==> src/rtl/i2c_seq_pkg.sv <==
package i2c_seq_pkg;
  typedef enum logic [1:0] {
    BUS_START = 2'd0,
    BUS_WRITE = 2'd1,
    BUS_READ  = 2'd2,
    BUS_STOP  = 2'd3
  } bus_op_e;

  typedef enum logic [2:0] {
    ST_IDLE, ST_START, ST_WR, ST_RD, ST_STOP, ST_END
  } seq_st_e;

  localparam int FLAG_DONE = 0;
  localparam int FLAG_IDLE = 1;
  localparam int FLAG_NAK  = 2;
  localparam int FLAG_TERM = 3;
  localparam int NFLAGS    = 4;
endpackage

==> src/rtl/i2c_seq_buf.sv <==
module i2c_seq_buf #(
  parameter int DEPTH = 128,
  localparam int AW = $clog2(DEPTH),
  localparam int PW = AW + 1
) (
  input  logic          clk,
  input  logic          rst_n,
  input  logic          busy,
  input  logic          ctr_reset,
  input  logic          in_valid,
  output logic          in_ready,
  input  logic [7:0]    in_data,
  output logic          out_valid,
  input  logic          out_ready,
  output logic [7:0]    out_data,
  input  logic [PW-1:0] seq_ptr,
  input  logic          seq_we,
  input  logic [7:0]    seq_wdata,
  output logic [7:0]    seq_rdata
);
  logic [7:0]    mem [DEPTH];
  logic [PW-1:0] wp, rp;

  assign in_ready  = !busy && (wp < PW'(DEPTH));
  assign out_valid = !busy && (rp < PW'(DEPTH));
  assign out_data  = mem[rp[AW-1:0]];
  assign seq_rdata = mem[seq_ptr[AW-1:0]];

  always_ff @(posedge clk) begin
    if (seq_we)
      mem[seq_ptr[AW-1:0]] <= seq_wdata;
    else if (in_valid && in_ready)
      mem[wp[AW-1:0]] <= in_data;
  end

  always_ff @(posedge clk) begin
    if (!rst_n || ctr_reset) begin
      wp <= '0;
      rp <= '0;
    end else begin
      if (in_valid && in_ready)   wp <= wp + 1'b1;
      if (out_valid && out_ready) rp <= rp + 1'b1;
    end
  end
endmodule

==> src/rtl/i2c_seq_flags.sv <==
module i2c_seq_flags
  import i2c_seq_pkg::*;
(
  input  logic              clk,
  input  logic              rst_n,
  input  logic              done_p,
  input  logic              idle_p,
  input  logic              nak_p,
  input  logic [NFLAGS-1:0] flag_clr,
  input  logic              irq_mask,
  output logic [NFLAGS-1:0] flags,
  output logic              irq
);
  logic [NFLAGS-1:0] set_v;

  always_comb begin
    set_v            = '0;
    set_v[FLAG_DONE] = done_p;
    set_v[FLAG_IDLE] = idle_p;
    set_v[FLAG_NAK]  = nak_p;
    set_v[FLAG_TERM] = done_p;
  end

  for (genvar i = 0; i < NFLAGS; i++) begin : g_flag
    always_ff @(posedge clk) begin
      if (!rst_n) flags[i] <= 1'b0;
      else        flags[i] <= set_v[i] | (flags[i] & ~flag_clr[i]);
    end
  end

  assign irq = flags[FLAG_TERM] & ~irq_mask;
endmodule

==> src/rtl/i2c_seq_fsm.sv <==
module i2c_seq_fsm
  import i2c_seq_pkg::*;
#(
  parameter int DEPTH = 128,
  localparam int AW = $clog2(DEPTH),
  localparam int PW = AW + 1,
  localparam int CW = $clog2(DEPTH + 1)
) (
  input  logic          clk,
  input  logic          rst_n,
  input  logic          run,
  input  logic          cfg_start,
  input  logic          cfg_stop,
  input  logic          cfg_auto_rd,
  input  logic          cfg_fw_ack,
  input  logic          cfg_block_rd,
  input  logic [CW-1:0] cfg_wr_cnt,
  input  logic [CW-1:0] cfg_rd_cnt,
  output logic          bus_valid,
  output logic [1:0]    bus_op,
  output logic [7:0]    bus_wdata,
  output logic          bus_ack,
  input  logic          bus_ready,
  input  logic [7:0]    bus_rdata,
  input  logic          bus_nak,
  output logic [PW-1:0] seq_ptr,
  output logic          seq_we,
  input  logic [7:0]    seq_rdata,
  output logic          busy,
  output logic          done_p,
  output logic          idle_p,
  output logic          nak_p
);
  seq_st_e       st;
  logic [CW-1:0] wleft, rleft;
  logic          stop_l, fwack_l, blk_l, blk_first, rdgo;
  logic [CW-1:0] wr_eff, rd_eff, blk_n;
  logic          go_rd, fire, last_rd;
  seq_st_e       fin_st;

  always_comb begin
    int unsigned room, dv;
    wr_eff = (cfg_wr_cnt > CW'(DEPTH)) ? CW'(DEPTH) : cfg_wr_cnt;
    rd_eff = (cfg_rd_cnt > CW'(DEPTH) - wr_eff) ? CW'(DEPTH) - wr_eff : cfg_rd_cnt;
    go_rd  = (rd_eff != '0) && (cfg_auto_rd || wr_eff == '0);
    room   = DEPTH - 1 - 32'(seq_ptr);
    dv     = 32'(bus_rdata);
    blk_n  = CW'((dv < room) ? dv : room);
    fin_st = stop_l ? ST_STOP : ST_END;
  end

  always_comb begin
    bus_valid = (st == ST_START) || (st == ST_WR) || (st == ST_RD) || (st == ST_STOP);
    case (st)
      ST_START: bus_op = BUS_START;
      ST_WR:    bus_op = BUS_WRITE;
      ST_RD:    bus_op = BUS_READ;
      default:  bus_op = BUS_STOP;
    endcase
    bus_wdata = seq_rdata;
    last_rd   = (rleft == CW'(1)) && !(blk_l && blk_first);
    bus_ack   = !(last_rd && !fwack_l);
    fire      = bus_valid && bus_ready;
    seq_we    = (st == ST_RD) && fire;
    nak_p     = (st == ST_WR) && fire && bus_nak;
    done_p    = (st == ST_END);
    idle_p    = (st == ST_END) && stop_l;
    busy      = (st != ST_IDLE);
  end

  always_ff @(posedge clk) begin
    if (!rst_n) begin
      st <= ST_IDLE;
      seq_ptr <= '0;
      wleft <= '0;
      rleft <= '0;
      stop_l <= 1'b0;
      fwack_l <= 1'b0;
      blk_l <= 1'b0;
      blk_first <= 1'b0;
      rdgo <= 1'b0;
    end else begin
      case (st)
        ST_IDLE: if (run) begin
          stop_l    <= cfg_stop;
          fwack_l   <= cfg_fw_ack;
          blk_l     <= cfg_block_rd;
          blk_first <= 1'b1;
          seq_ptr   <= '0;
          wleft     <= wr_eff;
          rleft     <= rd_eff;
          rdgo      <= go_rd;
          if (cfg_start)            st <= ST_START;
          else if (wr_eff != '0)    st <= ST_WR;
          else if (go_rd)           st <= ST_RD;
          else                      st <= cfg_stop ? ST_STOP : ST_END;
        end
        ST_START: if (fire) begin
          if (wleft != '0) st <= ST_WR;
          else if (rdgo)   st <= ST_RD;
          else             st <= fin_st;
        end
        ST_WR: if (fire) begin
          seq_ptr <= seq_ptr + 1'b1;
          wleft   <= wleft - 1'b1;
          if (bus_nak)                  st <= fin_st;
          else if (wleft == CW'(1))     st <= rdgo ? ST_RD : fin_st;
        end
        ST_RD: if (fire) begin
          seq_ptr <= seq_ptr + 1'b1;
          if (blk_l && blk_first) begin
            blk_first <= 1'b0;
            rleft     <= blk_n;
            if (blk_n == '0) st <= fin_st;
          end else begin
            rleft <= rleft - 1'b1;
            if (rleft == CW'(1)) st <= fin_st;
          end
        end
        ST_STOP: if (fire) st <= ST_END;
        default: st <= ST_IDLE;
      endcase
    end
  end
endmodule

==> src/rtl/i2c_chunk_seq.sv <==
module i2c_chunk_seq
  import i2c_seq_pkg::*;
#(
  parameter int DEPTH = 128,
  localparam int AW = $clog2(DEPTH),
  localparam int PW = AW + 1,
  localparam int CW = $clog2(DEPTH + 1)
) (
  input  logic          clk,
  input  logic          rst_n,
  input  logic          run,
  input  logic          cfg_start,
  input  logic          cfg_stop,
  input  logic          cfg_auto_rd,
  input  logic          cfg_fw_ack,
  input  logic          cfg_block_rd,
  input  logic [CW-1:0] cfg_wr_cnt,
  input  logic [CW-1:0] cfg_rd_cnt,
  input  logic          ctr_reset,
  input  logic          in_valid,
  output logic          in_ready,
  input  logic [7:0]    in_data,
  output logic          out_valid,
  input  logic          out_ready,
  output logic [7:0]    out_data,
  output logic          bus_valid,
  output logic [1:0]    bus_op,
  output logic [7:0]    bus_wdata,
  output logic          bus_ack,
  input  logic          bus_ready,
  input  logic [7:0]    bus_rdata,
  input  logic          bus_nak,
  output logic          busy,
  output logic [3:0]    flags,
  input  logic [3:0]    flag_clr,
  input  logic          irq_mask,
  output logic          irq
);
  logic [PW-1:0] seq_ptr;
  logic          seq_we;
  logic [7:0]    seq_rdata;
  logic          done_p, idle_p, nak_p;

  i2c_seq_buf #(.DEPTH(DEPTH)) u_buf (
    .clk, .rst_n, .busy, .ctr_reset,
    .in_valid, .in_ready, .in_data,
    .out_valid, .out_ready, .out_data,
    .seq_ptr, .seq_we, .seq_wdata(bus_rdata), .seq_rdata
  );

  i2c_seq_fsm #(.DEPTH(DEPTH)) u_fsm (
    .clk, .rst_n, .run,
    .cfg_start, .cfg_stop, .cfg_auto_rd, .cfg_fw_ack, .cfg_block_rd,
    .cfg_wr_cnt, .cfg_rd_cnt,
    .bus_valid, .bus_op, .bus_wdata, .bus_ack,
    .bus_ready, .bus_rdata, .bus_nak,
    .seq_ptr, .seq_we, .seq_rdata,
    .busy, .done_p, .idle_p, .nak_p
  );

  i2c_seq_flags u_flags (
    .clk, .rst_n, .done_p, .idle_p, .nak_p,
    .flag_clr, .irq_mask, .flags, .irq
  );
endmodule

==> config.mk <==
export PLATFORM = sky130hd
export DESIGN_NAME = i2c_chunk_seq
export DESIGN_NICKNAME = d
export VERILOG_FILES = /design/src/rtl/i2c_seq_pkg.sv /design/src/rtl/i2c_seq_buf.sv /design/src/rtl/i2c_seq_flags.sv /design/src/rtl/i2c_seq_fsm.sv /design/src/rtl/i2c_chunk_seq.sv
export SDC_FILE = /design/constraint.sdc
export NUM_CORES = 1
export LEC_CHECK = 0
export BUFFER_PORTS_ARGS = -buffer_cell sky130_fd_sc_hd__buf_2
export CORE_ASPECT_RATIO = 0.8
export CORE_MARGIN = 1
export CORE_UTILIZATION = 50
export CTS_CLUSTER_DIAMETER = 30
export DETAILED_ROUTE_END_ITERATION = 6
export GPL_TIMING_DRIVEN = 0
export HOLD_SLACK_MARGIN = 0.03
export PLACE_DENSITY = 0.78
export SYNTH_ARGS = -nofsm -noshare
export SYNTH_HDL_FRONTEND = slang
export SYNTH_SLANG_ARGS = --single-unit
==> constraint.sdc <==
create_clock -name clk -period 11.91 [get_ports clk]
set_input_delay 2.382 -clock clk [delete_from_list [all_inputs] [get_ports clk]]
set_output_delay 2.382 -clock clk [all_outputs]
set_load 0.005 [all_outputs]
==> run_results.csv <==
group,metric,value,unit
clocking,cts-root-buf,"clkbuf_16",
timing,finalCriticalPeriod,7850,ps
pwr,p_per_area,192,nW/um^2
finish,area_growth,15.4,%
die,die-area,105000,um^2
pwr,swShare,28.4,%
synth,yosys.area_share.adder,0.580,%
place,port_buffers,76,
grt,grt_usage,29.7,%
routing,post_drt_wl_per_cell,34.8,um
synth,syn_nets,2692,
timing,finalMaxSlewViolations,11,
die,ioPinCount,78,
clocking,cts_made_buffers,161,
clocking,cts_tree,"yes",
timing,worst_pin_slew,1610,ps
timing,final.period_utilization,65.9,%
worst_setup_path,critPathLaunchType,"register",
synth,syn_inst,2618,
pwr,pwr-share-comb,17.7,%
synth,synth_warnings,0,
finish,final_common_cell,"edfxtp_1",
clocking,htreeDepth,4,
routing,drc,1,
routing,drt-total-wl,153,mm
clocking,clk_pin_slew,60,ps
routing,drt_pass1_iterations,7,
timing,clock.fmax,127,MHz
pwr,pwr-share-clk,41.9,%
synth,synthArstFlopShare,0,%
timing,timing.slew.headroom,-7.35,%
place,gp_congestion,0.979,
grt,grt-ovfl-total,0,
worst_setup_path,endpoint_kind,"output pin",
clocking,postCtsHoldBufs,0,
synth,synth-edff-count,1024,
pwr,vdd_drop_max,0.217,mV
grt,grt_max_degree,94,
worst_setup_path,critPathKind,"reg2out",
worst_setup_path,r2r_cells,9,
timing,hold_violations,0,
synth,syn_avg_cell_area,19.8,um^2
synth,synth_simple_gate_area_share,3.55,%
place,place_area,54200,um^2
grt,antenna_found_initial,11,
status,violations,"DRC, capacitance limit, slew limit",
grt,grt_pass1_wl,219,mm
routing,route.vias.total,31200,
die,die_w,362,um
synth,synth_ff_type,"edfxtp_1",
timing,rsz0062_at_grt,"no",
place,post-dp-hpwl,106,mm
worst_setup_path,arrival,5460,ps
synth,synth-xor-area-share,0.406,%
routing,vias_per_cell,7.09,
min_path,hp-class,"reg2reg",
die,fp.dieH,290,um
synth,ys_ff_latch,1090,
finish,finalNetCount,2943,
synth,ys_seq_area_share,62.0,%
pwr,power_leakage,18.0,nW
routing,drtAntennaViolNets,0,
synth,synth_top_family_by_area,"multiplexers",
timing,setup_viol_count_final,0,
synth,muxShareOfSynthArea,29.3,%
clocking,post_cts_buffers,0,
status,status,"finished, violations left",
timing,clock_skew,26.0,ps
worst_setup_path,required,9530,ps
die,fp-row-count,105,
timing,setup_tns,0,ps
grt,grt_pass1_vias,31000,
min_path,worstHoldPathCells,2,
worst_setup_path,cp_max_fo,10,
pwr,seq_power_share,40.3,%
synth,yosysUniqueCellTypes,61,
die,initial_core_util,50.4,%
die,fp.coreArea,103000,um^2
synth,syn_area,51700,um^2
clocking,clock_path_buffers,3,
finish,final_cell_mix,"edfxtp_1 (1,024), mux4_2 (656), nor2_1 (187)",
clocking,ctsResizeCount,0,
finish,design_area,59700,um^2
flow_run,drv_cap,1,
clocking,cts_sinks,1090,
finish,fin_util,58.2,%
synth,synth-compound-area-share,2.21,%
pwr,p_int,8.20,mW
finish,drive_gt1_share,36.6,%
pwr,power.switching,3.25,mW
clocking,clock_latency,790,ps
routing,first_iter_violations,5341,
cells in the mapped netlist, drive strengths merged, types with 6 or more instances:
cell type	n	area share, %
a21boi	8	0.12
and2	10	0.12
edfxtp	1024	59
and3	11	0.13
nor2	187	1.4
mux2i	38	0.74
ha	24	0.58
xnor2	11	0.19
nor2b	13	0.16
inv	20	0.15
buf	105	1.2
xor2	13	0.22
nor4	10	0.12
a21oi	36	0.35
nand3b	7	0.10
a31oi	11	0.13
clkbuf	89	0.65
o21a	19	0.28
mux4	656	29
a22oi	17	0.25
dfxtp	66	2.6
nand2b	26	0.31
nand4	6	0.073
nor3	17	0.17
nand2	82	0.59
nand3	20	0.19
o21ai	24	0.23
metal layers:
| layer | track usage [%] | part of all wire, % |
|---|---|---|
| met2 | 43.8 | 45 |
| met5 | 0.134 | 0.075 |
| met4 | 12.6 | 4.1 |
| met1 | 39.4 | 35 |
| met3 | 12.2 | 16 |
sequential cells by signal, summed over array words and instances, names as in the netlist, named ones only:
register / count
u_flags.flags: 4
u_buf.mem: 1024
u_fsm.wleft: 8
u_fsm.rleft: 8
u_fsm.rdgo: 1
u_buf.wp: 8
u_fsm.st: 3
u_fsm.seq_ptr: 8
u_fsm.blk_l: 1
u_fsm.fwack_l: 1
u_fsm.blk_first: 1
u_fsm.stop_l: 1
u_buf.rp: 8
critical path: stages, from the launching register on:
cell and delay [ps]:
dfxtp_1 460, buf_1 580, buf_2 520, buf_1 650
mux4_2 420, mux4_2 510, mux2i_1 670, a22oi_1 440
o21a_1 280, buf_2 150
final timing paths:
kind                                    start          endpoint  slack (ps)
worst max register to register    u_fsm.st[0]  u_buf.mem[30][4]        6800
worst min-delay path            u_fsm.fwack_l     u_fsm.fwack_l         460
worst max-delay path                 register       out_data[4]        4060
worst min register to register  u_fsm.fwack_l     u_fsm.fwack_l         460
cell type report:
class / count / area (um^2)
Clock inverter: 123 / 1330
Multi-Input combinational cell: 1314 / 18700
Inverter: 20 / 75.1
Sequential cell: 1090 / 32100
Timing Repair Buffer: 88 / 658
Clock buffer: 177 / 4170
Tap cell: 1391 / 1740
Fill cell: 7164 / 42900
Buffer: 194 / 937
Antenna cell: 4 / 10.0
cells by family after synthesis:
group / after synthesis
xor gates and xnor gates: 24
muxes: 695
adders and majority gates: 24
DFF: 1090
buffers and inverters: 214
AOI/OAI and AO/OA: 166
and+or+nand+nor: 405
metrics by stage:
| step | setup slack (ps) | std cells | hold WS [ps] | total power, mW |
|---|---|---|---|---|
| 6_report | 4060 | 4401 | 461 | 11.5 |
| 5_1_grt | 4100 | 4397 | 511 | 11.7 |
| 4_1_cts | 4420 | 4397 | 463 | 11.4 |
| 3_5_place_dp | 5250 | 4097 | 455 | 6.68 |
| 3_3_place_gp | -3230 | 4085 | 450 | 6.67 |
| 2_1_floorplan | 2840 | 2618 | 437 | 5.96 |
power by group through the flow:
stage	combinational, mW	clock (mW)	sequential (mW)
after floorplan	1.19	0	4.76
after global routing	2.12	4.96	4.63
final	2.03	4.80	4.62
after global placement	1.80	0	4.87
after CTS	1.99	4.81	4.62
after detailed placement	1.98	0	4.70
Power figures use the tool's default switching activity.
